**src/rtl/ext_bus_seq.sv**
```systemverilog
module ext_bus_seq (
  input  logic        clk,
  input  logic        rst,
  input  logic        x2_mode,
  input  logic [15:0] pc,
  input  logic        mx_req,
  input  logic        mx_wr,
  input  logic        mx_wide,
  input  logic [15:0] mx_addr,
  input  logic [7:0]  mx_wdata,
  input  logic [7:0]  p2_latch,
  input  logic [7:0]  ad_in,
  output logic        mx_ack,
  output logic        ale,
  output logic        psen_n,
  output logic        rd_n,
  output logic        wr_n,
  output logic [7:0]  ad_out,
  output logic        ad_oe,
  output logic [7:0]  a_hi,
  output logic [7:0]  rd_data,
  output logic        rd_valid,
  output logic        rd_code
);

  logic [2:0]  st, nst;
  logic        ph, x2q, nx2;
  logic        mv, nmv, mw, nmw, m16, nm16;
  logic [15:0] ma, nma, fa, nfa;
  logic [7:0]  wd, nwd, p2q, np2;

  wire tick = x2q | ph;
  wire bnd  = tick && (st == 3'd6);
  assign mx_ack = bnd & mx_req;

  always_comb begin
    nst = st; nx2 = x2q; nmv = mv; nmw = mw; nm16 = m16;
    nma = ma; nfa = fa; nwd = wd; np2 = p2q;
    if (tick) nst = (st == 3'd6) ? 3'd1 : st + 3'd1;
    if (bnd) begin
      nx2 = x2_mode;
      nmv = mx_req;
      if (mx_req) begin
        nmw = mx_wr; nm16 = mx_wide; nma = mx_addr;
        nwd = mx_wdata; np2 = p2_latch;
      end
    end
    if (tick && (nst == 3'd1 || nst == 3'd4)) nfa = pc;
  end

  wire n_alest = (nst == 3'd1) || (nst == 3'd4);
  wire n_strb  = (nst >= 3'd3) && (nst <= 3'd5);
  wire ale_d   = nmv ? (nst == 3'd1) : n_alest;
  wire psen_d  = nmv | n_alest;
  wire rd_d    = !(nmv && !nmw && n_strb);
  wire wr_d    = !(nmv && nmw && n_strb);
  wire oe_d    = ale_d | (nmv && nmw && nst != 3'd1);
  wire [7:0] out_d = ale_d ? (nmv ? nma[7:0] : nfa[7:0]) : nwd;
  wire [7:0] hi_d  = nmv ? (nm16 ? nma[15:8] : np2) : nfa[15:8];
  wire rise = (!psen_n && psen_d) || (!rd_n && rd_d);

  always_ff @(posedge clk) begin
    if (rst) begin
      st <= 3'd6; ph <= 1'b1; x2q <= 1'b0;
      mv <= 1'b0; mw <= 1'b0; m16 <= 1'b0;
      ma <= '0; fa <= '0; wd <= '0; p2q <= '0;
      ale <= 1'b0; psen_n <= 1'b1; rd_n <= 1'b1; wr_n <= 1'b1;
      ad_oe <= 1'b0; ad_out <= '0; a_hi <= '0;
      rd_valid <= 1'b0; rd_data <= '0; rd_code <= 1'b0;
    end else begin
      st <= nst; ph <= ~tick; x2q <= nx2;
      mv <= nmv; mw <= nmw; m16 <= nm16;
      ma <= nma; fa <= nfa; wd <= nwd; p2q <= np2;
      ale <= ale_d; psen_n <= psen_d; rd_n <= rd_d; wr_n <= wr_d;
      ad_oe <= oe_d; ad_out <= out_d; a_hi <= hi_d;
      rd_valid <= rise;
      if (rise) begin
        rd_data <= ad_in;
        rd_code <= !psen_n;
      end
    end
  end


  no_code_data_clash_chk: assert property (@(posedge clk) disable iff (rst)
    !psen_n |-> (rd_n && wr_n));


  no_rd_wr_overlap_chk: assert property (@(posedge clk) disable iff (rst)
    !(!rd_n && !wr_n));


  rd_port_free_chk: assert property (@(posedge clk) disable iff (rst)
    !rd_n |-> !ad_oe);


  wr_port_driven_chk: assert property (@(posedge clk) disable iff (rst)
    !wr_n |-> ad_oe);


  ack_starts_cycle_chk: assert property (@(posedge clk) disable iff (rst)
    mx_ack |=> (ale && psen_n));


  valid_after_rise_chk: assert property (@(posedge clk) disable iff (rst)
    rd_valid |-> ($past(!psen_n) && psen_n) || ($past(!rd_n) && rd_n));


  ale_not_with_strobe_chk: assert property (@(posedge clk) disable iff (rst)
    ale |-> (psen_n && rd_n && wr_n));

endmodule

```
**config.mk**
```make
export PLATFORM = sky130hd
export DESIGN_NAME = ext_bus_seq
export DESIGN_NICKNAME = d
export VERILOG_FILES = /design/src/rtl/ext_bus_seq.sv
export SDC_FILE = /design/constraint.sdc
export NUM_CORES = 1
export LEC_CHECK = 0
export ABC_CLOCK_PERIOD_IN_PS = 2500
export BUFFER_PORTS_ARGS = -buffer_cell sky130_fd_sc_hd__buf_2
export CAP_MARGIN = 5
export CORE_MARGIN = 1.5
export CORE_UTILIZATION = 53
export CTS_CLUSTER_DIAMETER = 100
export DETAILED_ROUTE_END_ITERATION = 6
export HOLD_SLACK_MARGIN = 0.12
export PLACE_DENSITY = 0.89
export REMOVE_ABC_BUFFERS = 1
export SYNTH_ARGS = -nofsm -noshare
export SYNTH_HDL_FRONTEND = slang
export SYNTH_SLANG_ARGS = --single-unit
export TNS_END_PERCENT = 1
```
**constraint.sdc**
```tcl
create_clock -name clk -period 2.5 [get_ports clk]
set_input_delay 0.375 -clock clk [delete_from_list [all_inputs] [get_ports clk]]
set_output_delay 0.375 -clock clk [all_outputs]
set_load 0.01 [all_outputs]
```
==> results of run 1 <==
[sequential cells by signal (all words and copies together), names as in the netlist]
signal    cells
a_hi          8
ad_oe         1
ad_out        8
ale           1
fa           16
m16           1
ma           16
mv            1
mw            1
p2q           8
ph            1
psen_n        1
rd_code       1
rd_data       8
rd_n          1
rd_valid      1
st            3
wd            8
wr_n          1
x2q           1
[cell families after synthesis]
kind of cell / after synthesis
buffers and inverters: 33
multiplexers: 57
AO/OA/AOI/OAI: 80
flip-flops: 87
XOR/XNOR: 3
AND/OR/NAND/NOR: 129
[through the flow]
stage | instance area, um2 | power [W]
floorplan | 3710 | 0.00236
detailed placement | 4430 | 0.00273
global placement | 4430 | 0.00269
finish | 4670 | 0.00389
CTS | 4670 | 0.00390
global route | 4670 | 0.00407
[worst paths after layout]
kind	from	endpoint	slack, ns	cells after the start
worst min-delay path	ad_in[5]	rd_data[5]	0.26	3
worst max register to register	st[0]	a_hi[1]	0.36	6
worst min register to register	wd[3]	wd[3]	0.47	2
worst max-delay path	st[0]	a_hi[1]	0.36	6
[synthesized netlist by cell type (all sizes together), types with 4 or more instances]
cell type / number
o22a: 8
dfxtp: 87
a311oi: 9
o32ai: 8
a21oi: 16
mux2i: 57
nand2: 22
nand2b: 46
inv: 4
nor2: 42
nor2b: 9
o211ai: 9
buf: 18
o21ai: 4
a22o: 16
clkbuf: 11
[power groups by stage]
stage	sequential [W]	clock, W	combinational [W]
final	0.00164	0.00118	0.00107
after global routing	0.00166	0.00125	0.00116
after global placement	0.00166	0	0.00102
after floorplan	0.00174	0	0.000617
after CTS	0.00164	0.00119	0.00106
after detailed placement	0.00167	0	0.00106
[worst reg2reg max path, cell delays in order (launching register included)]
cell     delay (ns)
dfxtp_1        0.39
nor2b_1        0.29
nand3_2        0.15
inv_4          0.29
mux2i_4        0.54
mux2i_1        0.27
o22a_1         0.16
[layout make-up]
cell class	count	area [um2]
clock buffers	9	124
clock inverters	7	121
fillers	524	2270
inverters	4	17.5
multi-input cells	269	1950
flip-flops and latches	87	1740
well taps	96	120
repair buffers	111	601
[per-layer routing]
layer	global-route usage, %	share of wire [%]
met2	38.9	47
met1	29.7	44
met3	4.57	6.4
met4	9.38	1.9
met5	0	0
==> insert_results.sql, run 1 <==
INSERT INTO impl_metrics (metric_group, metric, value, unit) VALUES
('setup_path', 'worst_setup_path_start_kind', 'flop', ''),
('logic_synthesis', 'synthDominantCellAreaShare', '44.9', '%'),
('power_and_ir_drop', 'power.density_cell_area', '832', 'mW/mm2'),
('drt', 'drt-pass1-iter-count', '4', ''),
('timing', 'fin_hold_ws', '0.261', 'ns'),
('layout', 'antenna_cells', '0', ''),
('timing', 'final.period_utilization', '85.8', '%'),
('setup_path', 'timing.critical_path.required', '2.81', 'ns'),
('clocking', 'cts_post_setup_buffers_inserted', '0', ''),
('clocking', 'htree_levels', '3', ''),
('clocking', 'path_clk_slew', '0.09', 'ns'),
('logic_synthesis', 'yosysWarnings', '0', ''),
('layout', 'layout.cells.most_common_list', 'buf_2, dfxtp_1, mux2i_1, nand2b_1, nor2_1', ''),
('run_status', 'status', 'complete, no violations', ''),
('global_route', 'initial_antenna_violation_count', '0', ''),
('die', 'die_area', '0.00784', 'mm2'),
('global_route', 'grt_pass1_wl', '14100', 'um'),
('logic_synthesis', 'synth_top_flop_cell', 'dfxtp_1', ''),
('power_and_ir_drop', 'cell_internal_pwr', '0.00271', 'W'),
('clocking', 'tritoncts', 'yes', ''),
('power_and_ir_drop', 'sequentialPowerShare', '42.2', '%'),
('setup_path', 'max_stage_delay', '0.54', 'ns'),
('timing', 'max_freq', '466', 'MHz'),
('logic_synthesis', 'ys_seq_elements', '87', ''),
('die', 'design.core.area', '0.00694', 'mm2'),
('setup_path', 'timing.critical_path.max_delay_family', 'multiplexers', ''),
('drt', 'drtIter0Drc', '220', ''),
('place', 'numPlacedInstances', '567', ''),
('logic_synthesis', 'async_flop_share', '0', '%'),
('min_path', 'worstHoldPathType', 'in -> reg', ''),
('clocking', 'cts_buffers', '9', ''),
('place', 'gp_routability_congestion', '0.885', ''),
('setup_path', 'worst-setup-path-type', 'reg -> reg', ''),
('logic_synthesis', 'synth.avg_cell_area', '9.97', 'um2'),
('setup_path', 'timing.critical_path.buf_inv', '1', ''),
('drt', 'drt.antenna.violating_nets', '0', ''),
('die', 'initial_core_util', '55.8', '%'),
('clocking', 'clockBufferDepth', '2', ''),
('clocking', 'clkSinkCount', '87', ''),
('logic_synthesis', 'synth_cell_type_count', '43', ''),
('setup_path', 'end_kind', 'flop', ''),
('drt', 'vias_post_dr', '3181', ''),
('logic_synthesis', 'netlist_top_cells_area', 'dfxtp_1, mux2i_1, nand2b_1', ''),
('die', 'pin_count', '94', ''),
('layout', 'final_common_cell', 'buf_2', ''),
('place', 'io_buffers', '93', ''),
('logic_synthesis', 'synth.largest_area_cell', 'dfxtp_1', ''),
('layout', 'layout-drive-gt1-share', '29.8', '%'),
('setup_path', 'crit_arrival', '2.45', 'ns'),
('clocking', 'clock_latency', '0.36', 'ns'),
('logic_synthesis', 'synth_enable_flop_cells', '0', ''),
('timing', 'transition_at_the_pin_with_the_smallest_max_transition_slack', '0.714', 'ns'),
('timing', 'final-setup-viol-count', '0', ''),
('drt', 'avgRoutedWirePerCell', '14.8', 'um'),
('layout', 'postLayoutCoreUtil', '67.3', '%'),
('die', 'floorplan.rows', '30', ''),
('clocking', 'hold_buffers', '0', ''),
('setup_path', 'worst-path-max-fanout', '22', ''),
('place', 'pre_cts_slack', '0.399', 'ns'),
('layout', 'finish.cell_count_without_fillers', '583', ''),
('power_and_ir_drop', 'power.share.clock', '30.3', '%'),
('timing', 'final_sum_of_negative_setup_slack', '0', 'ns'),
('global_route', 'grt_start_max_net_pins', '45', ''),
('clocking', 'cts_root_buffer', 'clkbuf_8', ''),
('layout', 'flow.area_growth_from_synthesis', '20.5', '%'),
('setup_path', 'critPathSlowestCell', 'mux2i_4', ''),
('timing', 'clock-skew-final', '0.00625', 'ns'),
('logic_synthesis', 'synth_xor_area_share', '0.871', '%'),
('logic_synthesis', 'synth.yosys.seq_area_share', '44.9', '%'),
('drt', 'routed_via_density', '5.46', ''),
('drt', 'remaining_routing_drc_violations', '0', '');
(Power assumes the default switching activity.)
==> run 2: changes to the inputs <==
--- a/config.mk
+++ b/config.mk
@@ -8,7 +8,7 @@
 export ABC_CLOCK_PERIOD_IN_PS = 2500
 export BUFFER_PORTS_ARGS = -buffer_cell sky130_fd_sc_hd__buf_2
 export CAP_MARGIN = 5
-export CORE_MARGIN = 1.5
+export CORE_MARGIN = 2
 export CORE_UTILIZATION = 53
 export CTS_CLUSTER_DIAMETER = 100
 export DETAILED_ROUTE_END_ITERATION = 6
@@ -18,4 +18,4 @@
 export SYNTH_ARGS = -nofsm -noshare
 export SYNTH_HDL_FRONTEND = slang
 export SYNTH_SLANG_ARGS = --single-unit
-export TNS_END_PERCENT = 1
+export TNS_END_PERCENT = 10
==> insert_results.sql, run 2 (synthesis results as in run 1) <==
INSERT INTO impl_metrics (metric_group, metric, value, unit) VALUES
('layout', 'post_layout_nets', '540', ''),
('timing', 'min_period', '2.28', 'ns'),
('timing', 'final-setup-viol-count', '0', ''),
('clocking', 'cts_root_buffer', 'clkbuf_8', ''),
('min_path', 'worstHoldPathType', 'in -> reg', ''),
('timing', 'clock-skew-final', '0.00692', 'ns'),
('timing', 'fin_hold_ws', '0.271', 'ns'),
('setup_path', 'worst_setup_path_start_kind', 'flop', ''),
('timing', 'final_sum_of_negative_setup_slack', '0', 'ns'),
('setup_path', 'worst-setup-path-type', 'reg -> out', ''),
('setup_path', 'crit_arrival', '1.90', 'ns'),
('global_route', 'initial_antenna_violation_count', '0', ''),
('global_route', 'grt_pass1_wl', '14300', 'um'),
('setup_path', 'end_kind', 'output port', ''),
('drt', 'highest_layer', 'met4', ''),
('place', 'io_buffers', '93', ''),
('global_route', 'globalRoute.totalOverflow', '0', ''),
('global_route', 'global_route.usage.total', '23.4', '%'),
('drt', 'vias_post_dr', '3129', ''),
('layout', 'final_common_cell', 'buf_2', ''),
('layout', 'antenna_cells', '0', ''),
('clocking', 'clock_latency', '0.35', 'ns'),
('die', 'die_area', '0.00802', 'mm2'),
('drt', 'drt.antenna.violating_nets', '0', ''),
('global_route', 'grt_pass1_vias', '3008', ''),
('power_and_ir_drop', 'finalPower', '0.00371', 'W'),
('run_status', 'status', 'complete, no violations', ''),
('timing', 'final-hold-violation-count', '0', ''),
('drt', 'routed_via_density', '5.38', ''),
('drt', 'remaining_routing_drc_violations', '0', ''),
('clocking', 'path_clk_slew', '0.09', 'ns'),
('timing', 'timing_max_transition_violations_final', '0', ''),
('drt', 'drtIter0Drc', '311', ''),
('layout', 'layout-drive-gt1-share', '29.6', '%'),
('power_and_ir_drop', 'comb_power_share', '28.4', '%'),
('power_and_ir_drop', 'switchingPower', '0.00118', 'W'),
('setup_path', 'rrSetupSlack', '0.30', 'ns'),
('drt', 'routed_length_on_met1', '3870', 'um'),
('power_and_ir_drop', 'leakagePower', '2.01', 'nW'),
('timing', 'timing.max_slew.rel_slack', '53.0', '%'),
('power_and_ir_drop', 'p_sw_share', '31.9', '%'),
('die', 'initial_core_util', '54.0', '%'),
('layout', 'n_fill_cell', '583', ''),
('clocking', 'clockBufferDepth', '2', ''),
('clocking', 'clkSinkCount', '87', ''),
('timing', 'rsz0062_at_grt', 'false', ''),
('setup_path', 'timing.critical_path.required', '2.12', 'ns'),
('timing', 'final.period_utilization', '91.2', '%'),
('die', 'floorplan.rows', '31', ''),
('power_and_ir_drop', 'irDropWorstVdd', '0.000481', 'V'),
('die', 'die_height', '89.5', 'um'),
('clocking', 'tritoncts', 'yes', ''),
('drt', 'met3_wirelength', '469', 'um'),
('timing', 'final.setup.worst_slack', '0.221', 'ns'),
('power_and_ir_drop', 'sequentialPowerShare', '44.7', '%'),
('power_and_ir_drop', 'power.density_cell_area', '802', 'mW/mm2'),
('timing', 'max_freq', '439', 'MHz'),
('drt', 'drt-pass1-iter-count', '4', ''),
('layout', 'reg.largest.list', 'fa: 16 flops, ma: 16 flops', ''),
('die', 'design.core.area', '0.00718', 'mm2'),
('job', 'max_cap_violations', '0', ''),
('clocking', 'htree_levels', '3', ''),
('drt', 'totalWireLength', '8860', 'um'),
('power_and_ir_drop', 'cell_internal_pwr', '0.00253', 'W'),
('die', 'die_w', '89.5', 'um'),
('drt', 'avgRoutedWirePerCell', '15.2', 'um'),
('global_route', 'grt_start_max_net_pins', '46', ''),
('clocking', 'cts_buffers', '9', ''),
('clocking', 'hold_buffers', '0', ''),
('layout', 'flow.area_growth_from_synthesis', '19.2', '%'),
('power_and_ir_drop', 'power.share.clock', '26.9', '%'),
('place', 'pre_cts_slack', '0.154', 'ns'),
('layout', 'layout.cells.most_common_list', 'buf_2, dfxtp_1, mux2i_1, nand2b_1, nor2_1', ''),
('die', 'pin_count', '94', ''),
('drt', 'met2_length', '4420', 'um'),
('place', 'dp_hpwl', '6170', 'um'),
('setup_path', 'worst-path-max-fanout', '20', ''),
('timing', 'transition_at_the_pin_with_the_smallest_max_transition_slack', '0.706', 'ns'),
('place', 'gp_routability_congestion', '0.810', '');
[run 2: power groups by stage]
| stage | Clock, W | Combinational [W] | Sequential [W] |
|---|---|---|---|
| 6_report | 0.000999 | 0.00105 | 0.00166 |
| 5_1_grt | 0.00107 | 0.00115 | 0.00167 |
| 4_1_cts | 0.00102 | 0.00105 | 0.00166 |
| 3_5_place_dp | 0 | 0.00104 | 0.00168 |
| 3_3_place_gp | 0 | 0.00101 | 0.00168 |
| 2_1_floorplan | 0 | 0.000617 | 0.00174 |
[run 2: final timing paths]
check | from | to | depth (start not counted)
max | st[2] | mx_ack | 5
min | ad_in[2] | rd_data[2] | 3
max reg2reg | st[2] | ad_out[7] | 7
min reg2reg | wd[5] | wd[5] | 2
[run 2: timing repair]
action,4_1_cts,5_1_grt
resized for setup,1,1
endpoints found under the hold margin,0,0
setup endpoints to repair,1,2
gates cloned,0,0
setup buffers,0,0
[run 2: area by class of cell]
cell class,count,area (um2),area share [%]
Clock buffer,10,138,2.98
Clock inverter,6,68.8,1.49
Inverter,4,17.5,0.379
Multi-Input combinational cell,269,1950,42.2
Sequential cell,87,1740,37.7
Tap cell,99,124,2.68
Timing Repair Buffer,107,583,12.6
[run 2: critical path, stage by stage (launching register included)]
cell and delay, ns:
dfxtp_2 0.46, nor2b_2 0.29, nand3_2 0.14, inv_4 0.27, buf_12 0.22, buf_2 0.15
[run 2: metal layers]
layer  global-route usage, %  vias up
li1                        -     1545
met1                    29.3     1488
met2                    38.9       88
met3                    5.45        8
met4                    9.36        0
met5                       0        -
[run 2: per-stage QoR]
step | utilization [%] | instance area, um2 | std cells
final | 64.4 | 4620 | 582
after global routing | 64.4 | 4620 | 582
after CTS | 64.4 | 4620 | 582
after detailed placement | 61.5 | 4410 | 566
after global placement | 61.5 | 4410 | 566
after floorplan | - | 3710 | 360
==> run 3: changes to the inputs <==
--- a/config.mk
+++ b/config.mk
@@ -5,15 +5,16 @@
 export SDC_FILE = /design/constraint.sdc
 export NUM_CORES = 1
 export LEC_CHECK = 0
-export ABC_CLOCK_PERIOD_IN_PS = 2500
+export ABC_CLOCK_PERIOD_IN_PS = 2800
 export BUFFER_PORTS_ARGS = -buffer_cell sky130_fd_sc_hd__buf_2
 export CAP_MARGIN = 5
-export CORE_MARGIN = 2
-export CORE_UTILIZATION = 53
+export CORE_ASPECT_RATIO = 0.5
+export CORE_MARGIN = 8
+export CORE_UTILIZATION = 57
 export CTS_CLUSTER_DIAMETER = 100
 export DETAILED_ROUTE_END_ITERATION = 6
 export HOLD_SLACK_MARGIN = 0.12
-export PLACE_DENSITY = 0.89
+export PLACE_DENSITY = 0.94
 export REMOVE_ABC_BUFFERS = 1
 export SYNTH_ARGS = -nofsm -noshare
 export SYNTH_HDL_FRONTEND = slang
==> constraint.sdc (replaced) <==
create_clock -name clk -period 2.8 [get_ports clk]
set_input_delay 0.42 -clock clk [delete_from_list [all_inputs] [get_ports clk]]
set_output_delay 0.42 -clock clk [all_outputs]
set_load 0.01 [all_outputs]
==> insert_results.sql, run 3 (synthesis results as in run 1) <==
INSERT INTO impl_metrics (metric_group, metric, value, unit) VALUES
('clocking', 'clock_latency', '0.34', 'ns'),
('timing', 'max_freq', '404', 'MHz'),
('layout', 'flow.area_growth_from_synthesis', '20.0', '%'),
('drt', 'remaining_routing_drc_violations', '0', ''),
('clocking', 'cts_post_setup_buffers_inserted', '0', ''),
('global_route', 'grt_start_max_net_pins', '45', ''),
('layout', 'antenna_cells', '0', ''),
('drt', 'routed_via_density', '5.43', ''),
('setup_path', 'worst-path-max-fanout', '27', ''),
('clocking', 'clkSinkCount', '87', ''),
('setup_path', 'timing.critical_path.required', '3.09', 'ns'),
('layout', 'final_area', '0.00465', 'mm2'),
('setup_path', 'max_stage_delay', '0.56', 'ns'),
('timing', 'final-hold-violation-count', '0', ''),
('timing', 'clock-skew-final', '0.00351', 'ns'),
('setup_path', 'timing.critical_path.buf_inv', '1', ''),
('timing', 'final_sum_of_negative_setup_slack', '0', 'ns'),
('clocking', 'tritoncts', 'yes', ''),
('timing', 'min_period', '2.47', 'ns'),
('setup_path', 'worst_setup_path_start_kind', 'flop', ''),
('setup_path', 'crit_chain', 'nor2b_1 > nand3_2 > inv_4 > mux2i_4 > mux2i_1 > o22a_1', ''),
('clocking', 'clockBufferDepth', '2', ''),
('layout', 'layout-drive-gt1-share', '28.1', '%'),
('clocking', 'cts_resized', '0', ''),
('timing', 'final.period_utilization', '88.3', '%'),
('global_route', 'grt_pass1_vias', '3021', ''),
('layout', 'layout.cells.most_common_list', 'buf_2, dfxtp_1, mux2i_1, nand2b_1, nor2_1', ''),
('power_and_ir_drop', 'leakagePower', '2.03', 'nW'),
('power_and_ir_drop', 'power.density_cell_area', '768', 'mW/mm2'),
('clocking', 'htree_levels', '3', ''),
('clocking', 'path_clk_slew', '0.06', 'ns'),
('timing', 'fin_hold_ws', '0.333', 'ns'),
('timing', 'timing_max_transition_violations_final', '0', ''),
('power_and_ir_drop', 'finalPower', '0.00357', 'W'),
('die', 'die_area', '0.00986', 'mm2'),
('timing', 'transition_at_the_pin_with_the_smallest_max_transition_slack', '0.918', 'ns'),
('setup_path', 'crit_arrival', '2.76', 'ns'),
('layout', 'final_common_cell', 'buf_2', ''),
('setup_path', 'rrSetupSlack', '0.33', 'ns'),
('drt', 'drt.antenna.violating_nets', '0', ''),
('power_and_ir_drop', 'irDropWorstVdd', '0.000444', 'V'),
('drt', 'totalWireLength', '9010', 'um'),
('setup_path', 'timing.critical_path.max_delay_family', 'multiplexers', ''),
('global_route', 'grt_pass1_wl', '14400', 'um'),
('setup_path', 'end_kind', 'flop', ''),
('die', 'die_w', '133', 'um'),
('layout', 'reg.largest.list', 'fa: 16 flops, ma: 16 flops', ''),
('die', 'pin_count', '94', ''),
('global_route', 'initial_antenna_violation_count', '0', ''),
('job', 'max_cap_violations', '0', ''),
('timing', 'rsz0062_at_grt', 'false', ''),
('global_route', 'globalRoute.totalOverflow', '0', ''),
('min_path', 'worstHoldPathType', 'in -> reg', ''),
('place', 'gp_routability_congestion', '0.830', ''),
('layout', 'post_layout_nets', '535', ''),
('place', 'post_dp_area', '0.00435', 'mm2'),
('timing', 'timing.max_slew.rel_slack', '38.5', '%'),
('drt', 'vias_post_dr', '3088', ''),
('run_status', 'status', 'complete, no violations', ''),
('place', 'io_buffers', '93', ''),
('setup_path', 'critPathSlowestCell', 'dfxtp_1', ''),
('timing', 'final-setup-viol-count', '0', ''),
('place', 'dp_hpwl', '6400', 'um'),
('die', 'initial_core_util', '58.6', '%'),
('global_route', 'global_route.usage.total', '18.5', '%'),
('clocking', 'cts_buffers', '9', ''),
('die', 'die_height', '74.3', 'um'),
('drt', 'avgRoutedWirePerCell', '15.8', 'um'),
('drt', 'drtIter0Drc', '217', ''),
('die', 'floorplan.rows', '21', ''),
('setup_path', 'worst-setup-path-type', 'reg -> reg', ''),
('drt', 'drt-pass1-iter-count', '4', ''),
('die', 'design.core.area', '0.00662', 'mm2'),
('clocking', 'cts_root_buffer', 'clkbuf_16', ''),
('clocking', 'hold_buffers', '0', '');
run 3: changes by cell type in the layout (fill, tap and decap cells not counted), sizes merged:
cell | previous run | this run
buf | 107 | 102
clkinvlp | 4 | 1
clkbuf | 10 | 12
clkinv | 0 | 1
inv | 5 | 4
run 3: power by group:
group / internal [W] / leakage, nW / switching (W)
Clock: 0.000733 / 0.145 / 0.000457
Combinational: 0.000399 / 1.18 / 0.000502
Sequential: 0.00140 / 0.711 / 0.0000857
Total: 0.00253 / 2.03 / 0.00104
run 3: cell type report:
type	count	area (um2)
Timing Repair Buffer	102	533
Fill cell	511	1970
Clock inverter	3	42.5
Tap cell	92	115
Clock buffer	12	256
Inverter	4	17.5
Multi-Input combinational cell	269	1950
Sequential cell	87	1740
run 3: path summary, 6_finish.rpt:
path | start | endpoint | cells after the start
setup reg to reg | st[2] | a_hi[4] | 6
hold reg to reg | wd[3] | wd[3] | 2
setup / recovery | st[2] | a_hi[4] | 6
hold / removal | ad_in[7] | rd_data[7] | 3
run 3: through the flow:
stage / std cells / util, % / worst slack (ns)
detailed placement: 554 / 65.8 / 0.398
finish: 569 / 70.3 / 0.327
CTS: 569 / 70.3 / 0.354
global placement: 554 / 65.8 / 0.542
floorplan: 360 / - / -0.0194
global route: 569 / 70.3 / 0.197
run 3: routing by layer:
metal,up-vias,global-route usage (%),part of all wire [%]
met4,0,8.35,2.1
met3,19,6.94,5.0
met1,1459,19.9,42
li1,1541,-,-
met2,69,32.7,51
met5,-,0,0
run 3: tightest hold or removal path: cells and delay by family:
kind	cells	cell delay [ns]
buffers and inverters	1	0.09
muxes	1	0.06
and+or+nand+nor	1	0.05
